<file path="config.mk">
export PLATFORM = sky130hd
export DESIGN_NAME = nand_ecc_gen
export DESIGN_NICKNAME = d
export VERILOG_FILES = /design/src/rtl/nand_ecc_pkg.sv /design/src/rtl/ecc_mode_ctrl.sv /design/src/rtl/ecc_chunk_acc.sv /design/src/rtl/ecc_read_mux.sv /design/src/rtl/nand_ecc_gen.sv
export SDC_FILE = /design/constraint.sdc
export NUM_CORES = 1
export LEC_CHECK = 0
export BUFFER_PORTS_ARGS = -buffer_cell sky130_fd_sc_hd__buf_2
export CORE_AREA = 3 3 84 86
export CTS_BUF_LIST = sky130_fd_sc_hd__clkbuf_4
export DETAILED_ROUTE_END_ITERATION = 8
export DIE_AREA = 0 0 87 89
export PLACE_DENSITY_LB_ADDON = 0.08
export SYNTH_ARGS = -nofsm -noshare
export SYNTH_HDL_FRONTEND = slang
export SYNTH_SLANG_ARGS = --single-unit
export TNS_END_PERCENT = 1
</file>
<file path="constraint.sdc">
create_clock -name clk -period 3.1 [get_ports clk]
set_clock_uncertainty 0.1 [all_clocks]
set_input_delay 0.155 -clock clk [delete_from_list [all_inputs] [get_ports clk]]
set_output_delay 0.155 -clock clk [all_outputs]
set_load 0.05 [all_outputs]
</file>
<file path="src/rtl/nand_ecc_pkg.sv">
package nand_ecc_pkg;

  typedef enum logic [1:0] {
    MODE_STOP = 2'b00,
    MODE_ACC  = 2'b01,
    MODE_READ = 2'b10,
    MODE_CLR  = 2'b11
  } ecc_mode_e;

  // XOR of all bits of a byte
  function automatic logic byte_par(input logic [7:0] d);
    return ^d;
  endfunction

  // Six column parities: [2j+1] over bit positions with bit j set, [2j] with it clear
  function automatic logic [5:0] col_par(input logic [7:0] d);
    logic [5:0] c;
    c[0] = d[0] ^ d[2] ^ d[4] ^ d[6];
    c[1] = d[1] ^ d[3] ^ d[5] ^ d[7];
    c[2] = d[0] ^ d[1] ^ d[4] ^ d[5];
    c[3] = d[2] ^ d[3] ^ d[6] ^ d[7];
    c[4] = d[0] ^ d[1] ^ d[2] ^ d[3];
    c[5] = d[4] ^ d[5] ^ d[6] ^ d[7];
    return c;
  endfunction

  // Readout slot within a triplet -> stored code byte (1, 0, 2)
  function automatic logic [1:0] slot_to_byte(input logic [1:0] slot);
    case (slot)
      2'd0:    return 2'd1;
      2'd1:    return 2'd0;
      default: return 2'd2;
    endcase
  endfunction

endpackage

</file>
<file path="src/rtl/ecc_mode_ctrl.sv">
module ecc_mode_ctrl
  import nand_ecc_pkg::*;
#(
  parameter int IDX_W      = 8,
  parameter int MAX_CHUNKS = 2,
  localparam int CSEL_W    = $clog2(MAX_CHUNKS),
  localparam int CNT_W     = IDX_W + CSEL_W
) (
  input  logic                  clk,
  input  logic                  rst_n,
  input  ecc_mode_e             mode,
  input  logic                  wide_blk,
  input  logic                  byte_vld,
  input  logic                  rd_req,
  output logic                  acc_fire,
  output logic                  clr_fire,
  output logic                  rd_fire,
  output logic [MAX_CHUNKS-1:0] chunk_sel,
  output logic [IDX_W-1:0]      byte_idx,
  output logic [CNT_W-1:0]      byte_cnt,
  output logic [1:0]            rd_pos,
  output logic [CSEL_W-1:0]     rd_tri
);

  logic [CSEL_W-1:0] chunk_now;
  logic [CSEL_W-1:0] tri_last;

  assign clr_fire  = (mode == MODE_CLR);
  assign acc_fire  = byte_vld && (mode == MODE_ACC);
  assign rd_fire   = rd_req && (mode == MODE_READ);
  assign byte_idx  = byte_cnt[IDX_W-1:0];
  assign chunk_now = wide_blk ? byte_cnt[CNT_W-1 -: CSEL_W] : '0;
  assign tri_last  = wide_blk ? CSEL_W'(MAX_CHUNKS - 1) : '0;

  for (genvar c = 0; c < MAX_CHUNKS; c++) begin : g_sel
    assign chunk_sel[c] = acc_fire && (chunk_now == CSEL_W'(c));
  end

  always_ff @(posedge clk) begin
    if (!rst_n || clr_fire) begin
      byte_cnt <= '0;
    end else if (acc_fire) begin
      byte_cnt <= byte_cnt + 1'b1;
    end
  end

  always_ff @(posedge clk) begin
    if (!rst_n || mode != MODE_READ) begin
      rd_pos <= 2'd0;
      rd_tri <= '0;
    end else if (rd_fire) begin
      if (rd_pos == 2'd2) begin
        rd_pos <= 2'd0;
        rd_tri <= (rd_tri >= tri_last) ? '0 : rd_tri + 1'b1;
      end else begin
        rd_pos <= rd_pos + 2'd1;
      end
    end
  end

endmodule

</file>
<file path="src/rtl/ecc_chunk_acc.sv">
module ecc_chunk_acc
  import nand_ecc_pkg::*;
#(
  parameter int IDX_W     = 8,
  localparam int LP_W     = 2 * IDX_W,
  localparam int CODE_W   = LP_W + 8
) (
  input  logic              clk,
  input  logic              rst_n,
  input  logic              clr,
  input  logic              upd,
  input  logic [IDX_W-1:0]  idx,
  input  logic [7:0]        data,
  output logic [CODE_W-1:0] code
);

  logic [LP_W-1:0] lp_q;
  logic [5:0]      cp_q;

  // Which line parities a byte at this index feeds
  function automatic logic [LP_W-1:0] line_mask(input logic [IDX_W-1:0] i);
    logic [LP_W-1:0] m;
    for (int k = 0; k < IDX_W; k++) begin
      m[2*k+1] = i[k];
      m[2*k]   = ~i[k];
    end
    return m;
  endfunction

  always_ff @(posedge clk) begin
    if (!rst_n || clr) begin
      lp_q <= '0;
      cp_q <= '0;
    end else if (upd) begin
      lp_q <= lp_q ^ (byte_par(data) ? line_mask(idx) : '0);
      cp_q <= cp_q ^ col_par(data);
    end
  end

  assign code = {~cp_q, 2'b11, ~lp_q};

endmodule

</file>
<file path="src/rtl/ecc_read_mux.sv">
module ecc_read_mux
  import nand_ecc_pkg::*;
#(
  parameter int MAX_CHUNKS = 2,
  parameter int CODE_W     = 24,
  localparam int CSEL_W    = $clog2(MAX_CHUNKS)
) (
  input  logic [MAX_CHUNKS-1:0][CODE_W-1:0] codes,
  input  logic [CSEL_W-1:0]                 rd_tri,
  input  logic [1:0]                        rd_pos,
  output logic [7:0]                        rd_byte
);

  logic [1:0]        which;
  logic [CODE_W-1:0] sel_code;

  assign which    = slot_to_byte(rd_pos);
  assign sel_code = codes[rd_tri];
  assign rd_byte  = sel_code[8*which +: 8];

endmodule

</file>
<file path="src/rtl/nand_ecc_gen.sv">
module nand_ecc_gen
  import nand_ecc_pkg::*;
#(
  parameter int CHUNK_BYTES = 256,
  parameter int MAX_CHUNKS  = 2
) (
  input  logic       clk,
  input  logic       rst_n,
  input  logic [1:0] mode,
  input  logic       wide_blk,
  input  logic       byte_vld,
  input  logic [7:0] byte_data,
  input  logic       rd_req,
  output logic [7:0] ecc_byte,
  output logic       ecc_vld
);

  localparam int IDX_W  = $clog2(CHUNK_BYTES);
  localparam int CSEL_W = $clog2(MAX_CHUNKS);
  localparam int CNT_W  = IDX_W + CSEL_W;
  localparam int CODE_W = 2 * IDX_W + 8;

  logic                             acc_fire;
  logic                             clr_fire;
  logic                             rd_fire;
  logic [MAX_CHUNKS-1:0]            chunk_sel;
  logic [IDX_W-1:0]                 byte_idx;
  logic [CNT_W-1:0]                 byte_cnt;
  logic [1:0]                       rd_pos;
  logic [CSEL_W-1:0]                rd_tri;
  logic [MAX_CHUNKS-1:0][CODE_W-1:0] chunk_codes;
  logic [7:0]                       rd_byte;

  ecc_mode_ctrl #(.IDX_W(IDX_W), .MAX_CHUNKS(MAX_CHUNKS)) u_ctrl (
    .clk       (clk),
    .rst_n     (rst_n),
    .mode      (ecc_mode_e'(mode)),
    .wide_blk  (wide_blk),
    .byte_vld  (byte_vld),
    .rd_req    (rd_req),
    .acc_fire  (acc_fire),
    .clr_fire  (clr_fire),
    .rd_fire   (rd_fire),
    .chunk_sel (chunk_sel),
    .byte_idx  (byte_idx),
    .byte_cnt  (byte_cnt),
    .rd_pos    (rd_pos),
    .rd_tri    (rd_tri)
  );

  for (genvar c = 0; c < MAX_CHUNKS; c++) begin : g_chunk
    ecc_chunk_acc #(.IDX_W(IDX_W)) u_acc (
      .clk   (clk),
      .rst_n (rst_n),
      .clr   (clr_fire),
      .upd   (chunk_sel[c]),
      .idx   (byte_idx),
      .data  (byte_data),
      .code  (chunk_codes[c])
    );
  end

  ecc_read_mux #(.MAX_CHUNKS(MAX_CHUNKS), .CODE_W(CODE_W)) u_mux (
    .codes   (chunk_codes),
    .rd_tri  (rd_tri),
    .rd_pos  (rd_pos),
    .rd_byte (rd_byte)
  );

  always_ff @(posedge clk) begin
    if (!rst_n) begin
      ecc_byte <= 8'h00;
      ecc_vld  <= 1'b0;
    end else begin
      ecc_vld <= rd_fire;
      if (rd_fire) ecc_byte <= rd_byte;
    end
  end

endmodule

</file>
==> qor.csv <==
metric,value,unit
internal power,1160,uW
top-count cell post-synth,dfxtp_1,
die area,0.00774,mm2
largest net degree at the start of global routing,65,
clock power share,32.4,%
fmax,442,MHz
Yosys top cell area share,41.6,%
first-pass GRT wire length,11700,um
Slew headroom,41.8,%
"Warnings, synthesis",0,
status,"finished, final reports clean",
RSZ-0062 raised after global routing,false,
Max H-tree Level,3,
Detail Route Antenna Nets,0,
worst path cell trace,dlygate4sd3_1 > buf_2 > and3b_1 > nand2_1 > or4_1 > a21oi_1,
Max Fanout on Critical Path,28,
DP Wirelength,4840,um
initial core utilization,49.2,%
Hold Path Class,in -> reg,
Final min period,2.26,ns
# nets final,386,
ANT cells,0,
clk buf depth,2,
total CTS buffers,9,
Hold Crit Start,byte_vld,
CTS-repair resized insts,0,
synth unique cells,29,
worst slew pin tran,0.871,ns
Layout area overhead,9.17,%
CP endpoint kind,register,
Cell Pwr Density,481,mW/mm2
Max IR drop VDD,336,uV
Crit Path Class,in -> reg,
"Net Count, Synth",375,
Residual DRC,0,
Placed Cells,433,
leak pwr,0.00113,uW
most frequent cells after synthesis,"dfxtp_1, a21oi_1, o21ai_0, nand2_1, or3_1",
Gate power share,15.1,%
routed wire length,7300,um
# port buffers,23,
die width,87,um
root buf cell,clkbuf_4,
"EDFF count, synth",0,
Avg WL per Cell,16.2,um
sequential power share,52.5,%
Synth Cell Area,0.00313,mm2
Reg2Reg Launch Point,u_ctrl.rd_pos[0]$_SDFFE_PP0P_,
Via Count,2627,
dominant cell type by area after synthesis,dfxtp_1,
overall die height,89,um
worst skew pair latency,0.40,ns
number of setup violations in the final report,0,
Final Core Density,53.7,%
crit path launch,mode[0],
Max Slew Vio Count,0,
Startpoint Class,input pin,
number of global-route vias before repair,2302,
synthesized area per cell,8.71,um2
period utilization,72.9,%
Synth Register Bits,65,
final hold violation count,0,
CP max-delay cell,or4_1,
"top cells by area, synth","dfxtp_1, a21oi_1, o21ai_0",
placeable core area,0.00635,mm2
Pwr Total,1640,uW
crit path DAT,2.49,ns
Ports,24,
DR pass1 iterations,4,
"FFs w/ async S/R, synth",0,%
Gate Count Post-Synth,359,
Setup TNS Final,0,ns
Clock Sinks,65,
Max Cap Viol,0,
GRT Total Usage,19.8,%
initial antenna violation count,0,
DRT iter0 DRCs,131,
row cnt,29,
"Seq/Total Area, Yosys",41.6,%
CP Data Required Time,3.33,ns
total gr overflow,0,
Main synth FF type,dfxtp_1,
Worst-path clk slew,0.11,ns
largest stage delay on the critical path,0.62,ns
layout cells sized above 1,15.2,%
Placer Congestion,0.778,
Switch Pwr,481,uW
drt via density,5.82,
switching fraction of total power,29.3,%
CTS tree,built,
Layout Cells excl Fill,451,
-- metrics by stage --
step	hold slack, ns	cell area [um2]	setup WS [ns]
finish	0.0315	3410	0.839
global route	0.0431	3410	0.705
CTS	0.000155	3410	0.859
detailed placement	0.369	3260	0.924
global placement	0.357	3260	0.986
floorplan	0.183	3130	0.956
-- metal layers --
metal	wire length, um	GRT usage [%]	share of wire (%)	vias to the layer above
li1	-	-	-	1332
met1	3300	26.4	45	1224
met2	3500	31.2	48	63
met3	404	6.08	5.5	8
met4	99	5.52	1.4	0
met5	0	0	0	-
-- cell type report --
| class | count | area [um2] |
|---|---|---|
| Timing Repair Buffer | 30 | 175 |
| Multi-Input combinational cell | 263 | 1710 |
| Inverter | 1 | 3.75 |
| Sequential cell | 65 | 1300 |
| Tap cell | 77 | 96.3 |
| Fill cell | 594 | 2940 |
| Clock buffer | 10 | 75.1 |
| Clock inverter | 5 | 47.5 |
-- placed cells by master, fill, tap and decap left out, types with 7 or more instances in the layout --
master and count:
dfxtp_1 65, a21oi_1 54, o21ai_0 38, nand2_1 34, or3_1 28, buf_2 23
or4_1 18, o31ai_1 16, xnor2_1 14, nor2_1 11, clkbuf_4 10, mux4_2 8
mux2_2 8, and2_1 7
-- final timing paths --
path	endpoint	slack, ns	cells past startpoint
worst min-delay path	u_ctrl.byte_cnt[2]$_SDFFE_PP0P_	0.03	4
worst min register to register	g_chunk[1].u_acc.lp_q[14]$_SDFFE_PP0P_	0.38	2
worst max register to register	ecc_byte[4]$_SDFFE_PN0P_	1.09	4
worst max-delay path	g_chunk[0].u_acc.lp_q[2]$_SDFFE_PP0P_	0.84	6
-- cell families after synthesis --
logic type / count (synthesis) / synth area share (%)
xor+xnor: 19 / 5.32
buf+inv: 31 / 3.80
mux: 20 / 9.93
compound gates: 111 / 19.3
flops: 65 / 41.6
simple gates: 112 / 19.6
fa+ha+maj: 1 / 0.400
-- state kept, by name (all words and copies together), names as in the netlist --
register,cells
ecc_byte,8
ecc_vld,1
g_chunk.u_acc.cp_q,12
g_chunk.u_acc.lp_q,32
u_ctrl.byte_cnt,9
u_ctrl.rd_pos,2
u_ctrl.rd_tri,1
-- power groups by stage --
stage          clock [uW]  sequential, uW  combinational, uW
2_1_floorplan           0             895                167
4_1_cts               550             862                249
6_report              533             862                247
5_1_grt               587             864                277
3_3_place_gp            0             881                241
3_5_place_dp            0             881                246
-- what timing repair did --
item,4_1_cts,5_1_grt
hold buffers,3,0
endpoints found under the hold margin,8,0
setup buffers,0,0
-- worst max-delay path: cells and delay by family --
family,cells,cell delay [ns]
compound gates,1,0.14
buf+inv,2,0.66
simple gates,3,1.53
(Power assumes the default switching activity.)
